[src/rtl/mnt_bus_bridge.sv]
module mnt_bus_bridge #(
  parameter int SRC_W = 16,
  parameter int TID_W = 8
) (
  input  logic             clk,
  input  logic             rst_n,
  input  logic             req_valid,
  output logic             req_ready,
  input  logic [3:0]       req_ttype,
  input  logic [3:0]       req_size,
  input  logic             req_wdptr,
  input  logic [20:0]      req_offset,
  input  logic [31:0]      req_payload,
  input  logic [SRC_W-1:0] req_srcid,
  input  logic [TID_W-1:0] req_tid,
  output logic [31:0]      bus_address,
  output logic             bus_read,
  output logic             bus_write,
  output logic [31:0]      bus_writedata,
  input  logic             bus_waitrequest,
  input  logic [31:0]      bus_readdata,
  input  logic             bus_readdatavalid,
  output logic             rsp_valid,
  input  logic             rsp_ready,
  output logic [3:0]       rsp_ftype,
  output logic [3:0]       rsp_ttype,
  output logic [3:0]       rsp_status,
  output logic [SRC_W-1:0] rsp_destid,
  output logic [TID_W-1:0] rsp_tid,
  output logic [31:0]      rsp_payload
);
  localparam logic [3:0] T_READ  = 4'd0;
  localparam logic [3:0] T_WRITE = 4'd1;
  localparam logic [3:0] T_RRSP  = 4'd2;
  localparam logic [3:0] T_WRSP  = 4'd3;
  localparam logic [3:0] T_PW    = 4'd4;
  localparam logic [3:0] SZ_WORD = 4'b1000;
  localparam logic [3:0] ST_DONE = 4'b0000;
  localparam logic [3:0] ST_ERR  = 4'b0111;

  typedef enum logic [2:0] {S_IDLE, S_RD, S_RDW, S_WR, S_RSP} state_t;
  state_t state;

  logic [20:0]      r_off;
  logic             r_wdptr;
  logic [31:0]      r_data;
  logic [3:0]       r_rtt;
  logic [3:0]       r_st;
  logic [SRC_W-1:0] r_src;
  logic [TID_W-1:0] r_tid;

  wire take    = req_valid && req_ready;
  wire size_ok = (req_size == SZ_WORD);

  assign req_ready     = (state == S_IDLE);
  assign bus_read      = (state == S_RD);
  assign bus_write     = (state == S_WR);
  assign bus_address   = {8'h00, r_off, ~r_wdptr, 2'b00};
  assign bus_writedata = r_data;
  assign rsp_valid     = (state == S_RSP);
  assign rsp_ftype     = 4'h8;
  assign rsp_ttype     = r_rtt;
  assign rsp_status    = r_st;
  assign rsp_destid    = r_src;
  assign rsp_tid       = r_tid;
  assign rsp_payload   = r_data;

  always_ff @(posedge clk) begin
    if (!rst_n) begin
      state   <= S_IDLE;
      r_off   <= '0;
      r_wdptr <= 1'b0;
      r_data  <= '0;
      r_rtt   <= '0;
      r_st    <= '0;
      r_src   <= '0;
      r_tid   <= '0;
    end else begin
      case (state)
        S_IDLE: if (take) begin
          r_off   <= req_offset;
          r_wdptr <= req_wdptr;
          r_src   <= req_srcid;
          r_tid   <= req_tid;
          r_data  <= '0;
          r_st    <= ST_DONE;
          case (req_ttype)
            T_READ: begin
              r_rtt <= T_RRSP;
              if (size_ok) state <= S_RD;
              else begin r_st <= ST_ERR; state <= S_RSP; end
            end
            T_WRITE: begin
              r_rtt <= T_WRSP;
              if (size_ok) begin r_data <= req_payload; state <= S_WR; end
              else begin r_st <= ST_ERR; state <= S_RSP; end
            end
            T_PW: state <= S_IDLE;
            default: begin
              r_rtt <= T_WRSP;
              r_st  <= ST_ERR;
              state <= S_RSP;
            end
          endcase
        end
        S_RD:  if (!bus_waitrequest) state <= S_RDW;
        S_RDW: if (bus_readdatavalid) begin
          r_data <= bus_readdata;
          state  <= S_RSP;
        end
        S_WR: if (!bus_waitrequest) begin
          r_data <= '0;
          state  <= S_RSP;
        end
        S_RSP: if (rsp_ready) state <= S_IDLE;
        default: state <= S_IDLE;
      endcase
    end
  end
endmodule


[config.mk]
export PLATFORM = sky130hd
export DESIGN_NAME = mnt_bus_bridge
export DESIGN_NICKNAME = d
export VERILOG_FILES = /design/src/rtl/mnt_bus_bridge.sv
export SDC_FILE = /design/constraint.sdc
export NUM_CORES = 1
export LEC_CHECK = 0
export CAP_MARGIN = 30
export CORE_ASPECT_RATIO = 1.5
export CORE_MARGIN = 3
export CORE_UTILIZATION = 32
export DETAILED_ROUTE_END_ITERATION = 16
export GPL_ROUTABILITY_DRIVEN = 0
export PLACE_DENSITY_LB_ADDON = 0.25
export SYNTH_ARGS = -nofsm -noshare
export SYNTH_HDL_FRONTEND = slang
export SYNTH_SLANG_ARGS = --single-unit
export TNS_END_PERCENT = 5
[constraint.sdc]
create_clock -name clk -period 1.6 [get_ports clk]
set_input_delay 0.32 -clock clk [delete_from_list [all_inputs] [get_ports clk]]
set_output_delay 0.32 -clock clk [all_outputs]
set_load 0.02 [all_outputs]
# Word level (Yosys, flattened, before mapping)

Index checks and enable logic that the tools add are counted.

Bitwise operators: 2
Reduce and logical (&&, ||, !) cells: 9
Mux-type cells: 18
Equality and inequality tests: 12

Operators by type and width:

| kind                 | count |
|---|---|
| $mux W32             | 5 |
| $pmux W32 S3         | 1 |
| $mux W3              | 8 |
| $pmux W3 S5          | 1 |
| $pmux W3 S3          | 1 |
| $pmux W4 S2          | 1 |
| $eq A3 B2 Y1 const B | 2 |
| $ne A2 B2 Y1 const B | 3 |
| $pmux W3 S2          | 1 |
| $reduce_and A5 Y1    | 1 |
| $eq A4 B1 Y1 const B | 1 |
| $eq A4 B3 Y1 const B | 1 |
| $eq A4 B4 Y1 const B | 1 |
| $logic_not A4 Y1     | 1 |
| $ne A2 B1 Y1 const B | 2 |
| $reduce_and A4 Y1    | 1 |
| $eq A3 B1 Y1 const B | 1 |
| $eq A3 B3 Y1 const B | 1 |
| $logic_not A3 Y1     | 1 |
| $reduce_and A3 Y1    | 1 |
| $reduce_bool A3 Y1   | 1 |
| $not A1 Y1           | 2 |
| $reduce_and A2 Y1    | 1 |
| $reduce_or A2 Y1     | 1 |
| $logic_and A1 B1 Y1  | 1 |

Word-level logic and storage cells: 49
Output and inout port bits: 136
Flip-flop bits (word level): 89
Input port bits: 124

# Longest topological paths before layout

Word-level depth: 5
Depth in mapped cells: 7
Gate-level depth less buffers: 4

# Worst setup path before layout

OpenSTA, ideal clock, no wires.

Path kind: register -> register
Start point: register state[2]
End point: register r_off[14]
Arrival time: 1716 ps
Setup slack: -191 ps
Stages on the path, launching flop included: 8
Period minus slack after synthesis: 1791 ps
Path buffers: 3
Library setup time: 76 ps
Required time: 1524 ps
Cell sequence: dfxtp_1 -> buf_6 -> nor3_1 -> and2_1 -> buf_2 -> buf_4 -> nand2_1 -> a21boi_0

Cells in the longest elaborated chain, start to end: 3

RTL lines:

| element                                | RTL line | text |
|---|---|---|
| start, declared                        | 42       | `state_t state;` |
| start signal, assigned                 | 70       | `state <= S_IDLE;` |
| start signal, assigned                 | 90       | `if (size_ok) state <= S_RD;` |
| start signal, assigned                 | 91       | `else begin r_st <= ST_ERR; state <= S_RSP; end` |
| $logic_not A3 Y1 (*)                   | 55       | `assign req_ready = (state == S_IDLE);` |
| named net req_ready                    | 8        | `output logic req_ready,` |
| $logic_and A1 B1 Y1                    | 52       | `wire take = req_valid && req_ready;` |
| $reduce_and A2 Y1 (no source line) (*) | --       |  |
| end signal, assigned                   | 81       | `r_off <= req_offset;` |
| end, declared                          | 44       | `logic [20:0] r_off;` |

The timed path passes the listed nets; every way through them passes the cells marked *.
A chain may end at the register's enable or synchronous reset.

# Worst setup path after layout

Start point: register state[1]
End point: register r_data[8], in the netlist bus_writedata[8]

Cells in the longest elaborated chain, start to end: 4
Elaborated cells on any way between the ends: 10
Those cells by class: eq/ne (5); mux (1); reduce/logical (4)

RTL lines:

| element                            | RTL line | text |
|---|---|---|
| $logic_not A3 Y1                   | 55, 79   |  |
| $logic_and A1 B1 Y1                | 52       |  |
| $ne A2 B1 Y1 (no source line)      | --       |  |
| $reduce_and A4 Y1 (no source line) | --       |  |
| end signal, assigned               | 108      | `r_data <= bus_readdata;` |
| end, declared                      | 46       | `logic [31:0] r_data;` |

Several ways; a longest one is shown, not always the timed one.

==> flow_metrics.tcl <==
set metrics [dict create \
    wl_per_cell_um 16.3 \
    yosysTopAreaCell "dfxtp_1" \
    cts_hold_buf 0 \
    critPathSlowestCell "o32a_4" \
    clock_tree.buffer_depth 2 \
    ys_seq_area_frac 0.444 \
    p_per_area_nw_per_um2 835 \
    slowest_delay_ps 460 \
    cp-start-kind "flop" \
    worstHoldStart "r_off[2]" \
    syn_inst 453 \
    power.switching_w 0.00171 \
    layout-drive-gt1-share 0.157 \
    period_minus_slack_ps 1680 \
    startpoint "state[1]" \
    hold_class "flop to flop" \
    synth-compound-area-share 0.234 \
    gr-total-overflow 0 \
    cts-root-buf "clkbuf_16" \
    grt_first_pass_wirelength_mm 19.9 \
    synth-main-ff-cell "dfxtp_1" \
    die_w_um 94.8 \
    coreArea_um2 11500 \
    dr.pass1.iters 4 \
    portBuffers 242 \
    drc 0 \
    wl_mm 13.5 \
    cp.arrival_ps 1900 \
    endpoint_kind "flop" \
    avgSynthCellArea_um2 8.36 \
    violations "negative setup slack" \
    path_max_fanout 6 \
    path_class "flop to flop" \
    drtIter0Drc 77 \
    p_seq_frac 0.400 \
    dp_hpwl_mm 8.92 \
    die_area_um2 13200 \
    fin_util 0.601 \
    clkPwrFrac 0.348 \
    synth_top_area_frac 0.444 \
    drtAntennaViolNets 0 \
    antenna_cells 0 \
    status "finished, violations left" \
    place_ws_ps -452 \
    vias 4001 \
    synthAdderAreaFrac 0 \
    path_cells "buf_4 > mux2i_2 > o32a_4 > clkbuf_16 > a221oi_2 > nor2_1" \
    pwr-share-comb 0.252 \
    yosys.area_share.simple 0.166 \
    cp.required_ps 1820 \
    final_nets 795 \
    area_growth_pct 83.1 \
    fmax_mhz 597 \
    regToRegStartpoint "state[1]" \
    layout_setup_ws_ps -75.6 \
    synthXorXnorAreaFrac 0 \
    layout_commonest_cell "clkdlybuf4s50_1" \
    cts.sinks 84 \
    h-tree-depth 3 \
    clk_latency_ps 330 \
    chipHeight_um 139 \
    cts_tree "built" \
    track_usage 0.187 \
    clk_pin_slew_worst_paths_ps 70 \
    min_period_over_period 1.05 \
    p_int_w 0.00408 \
    synth_seq_cells 84 \
    synth_top_family_by_area "compound AO/OA/AOI/OAI gates" \
    mostFrequentLayoutCells "clkdlybuf4s50_1, dlygate4sd2_1, nand2_1" \
    synth.area.top_cells "dfxtp_1, buf_4, nand2_1, a221oi_1, a21boi_0" \
    swShare 0.295 \
    setup_tns_ps -1570 \
    p_leak_nw 3.31 \
    slew_viol_final 0 \
    fin_area_um2 6930 \
    finalSetupViolations 32 \
    numCtsBuffers 9 \
    rsz0062_at_grt "yes" \
    viasPerCell 4.84 \
    ys_types 36 \
    initial_utilization 0.328 \
    skew_ps 6.16 \
    synth-async-reset-ratio 0 \
    synth_edf_count 0 \
    num_rows 48 \
    grt_max_degree 86 \
    grt_pass1_vias 4009 \
    placed_area_um2 6200 \
    syn_area_um2 3780 \
    holdWs_ps 451 \
    ys_warn_count 0 \
    io_pins 260 \
    final_hold_viol_count 0 \
    drv_cap 0 \
    synthMuxAreaShare 0.00264 \
    vdd.ir_drop.worst_mv 0.586 \
    antenna_found_initial 1 \
]
==> path summary, 6_finish.rpt <==
kind / slack, ps / depth (start not counted) / to
worst max-delay path: -80 / 6 / bus_writedata[8]
worst min-delay path: 450 / 2 / r_off[2]
worst max register to register: -80 / 6 / bus_writedata[8]
worst min register to register: 450 / 2 / r_off[2]
==> stage by stage <==
stage               std cells  power (W)
global placement          802    0.00377
CTS                       819    0.00571
detailed placement        802    0.00379
floorplan                 468    0.00307
finish                    826    0.00579
global route              826    0.00607
==> flip-flops by register name (all words and copies together) (netlist names) <==
register and cells:
bus_writedata 32, rsp_destid 16, r_off 21, rsp_status 1, state 3, r_wdptr 1
rsp_tid 8, rsp_ttype 2
==> critical path, delay by kind of cell, from the launching register on <==
kind                   cells  cell delay (ps)
AND/OR/NAND/NOR            1               60
multiplexers               1              160
AO/OA/AOI/OAI              2              650
buffers and inverters      2              330
flip-flops                 1              360
==> layer usage <==
layer	wire length (um)	global-route usage	share of wire
met1	5340	0.225	0.40
met2	6720	0.318	0.50
met3	1220	0.0608	0.090
met4	194	0.0449	0.014
met5	9	0	0.00067
==> power groups by stage <==
| stage | clock (W) | combinational, W | sequential, W |
|---|---|---|---|
| CTS | 0.00207 | 0.00133 | 0.00232 |
| floorplan | 0 | 0.000559 | 0.00251 |
| finish | 0.00201 | 0.00146 | 0.00232 |
| detailed placement | 0 | 0.00142 | 0.00237 |
| global placement | 0 | 0.00141 | 0.00237 |
| global route | 0.00217 | 0.00156 | 0.00234 |
==> synthesized netlist by cell type, drive strengths merged (4+ instances only) <==
cell and instances:
nor2 37, buf 65, nor3 4, and2 5, a21boi 46, inv 4, nand2 94, dfxtp 84
o21ai 37, clkbuf 22, a221oi 32
==> area by class of cell <==
| cell class | instances | area [um2] |
|---|---|---|
| fill | 1024 | 4600 |
| clock inverter | 6 | 55.1 |
| timing repair buffer | 279 | 2780 |
| clock buffer | 10 | 239 |
| inverter | 4 | 15.0 |
| tap | 150 | 188 |
| sequential | 84 | 1690 |
| multi-input combinational | 293 | 1960 |
==> kinds of logic (layout without fill, tap and decap cells) <==
| group | after synthesis | in the layout |
|---|---|---|
| compound gates | 124 | 124 |
| buf+inv | 91 | 299 |
| flops | 84 | 84 |
| mux | 1 | 1 |
| other cells | 2 | 17 |
| simple gates | 151 | 151 |
==> timing repair <==
item                                    in CTS  in global routing
buffers inserted                             0                  1
endpoints found under the setup margin     186                 88
cloned                                       1                  6
pin swaps                                    0                 22
resized for setup                          132                 79
Power figures use the tool's default switching activity.
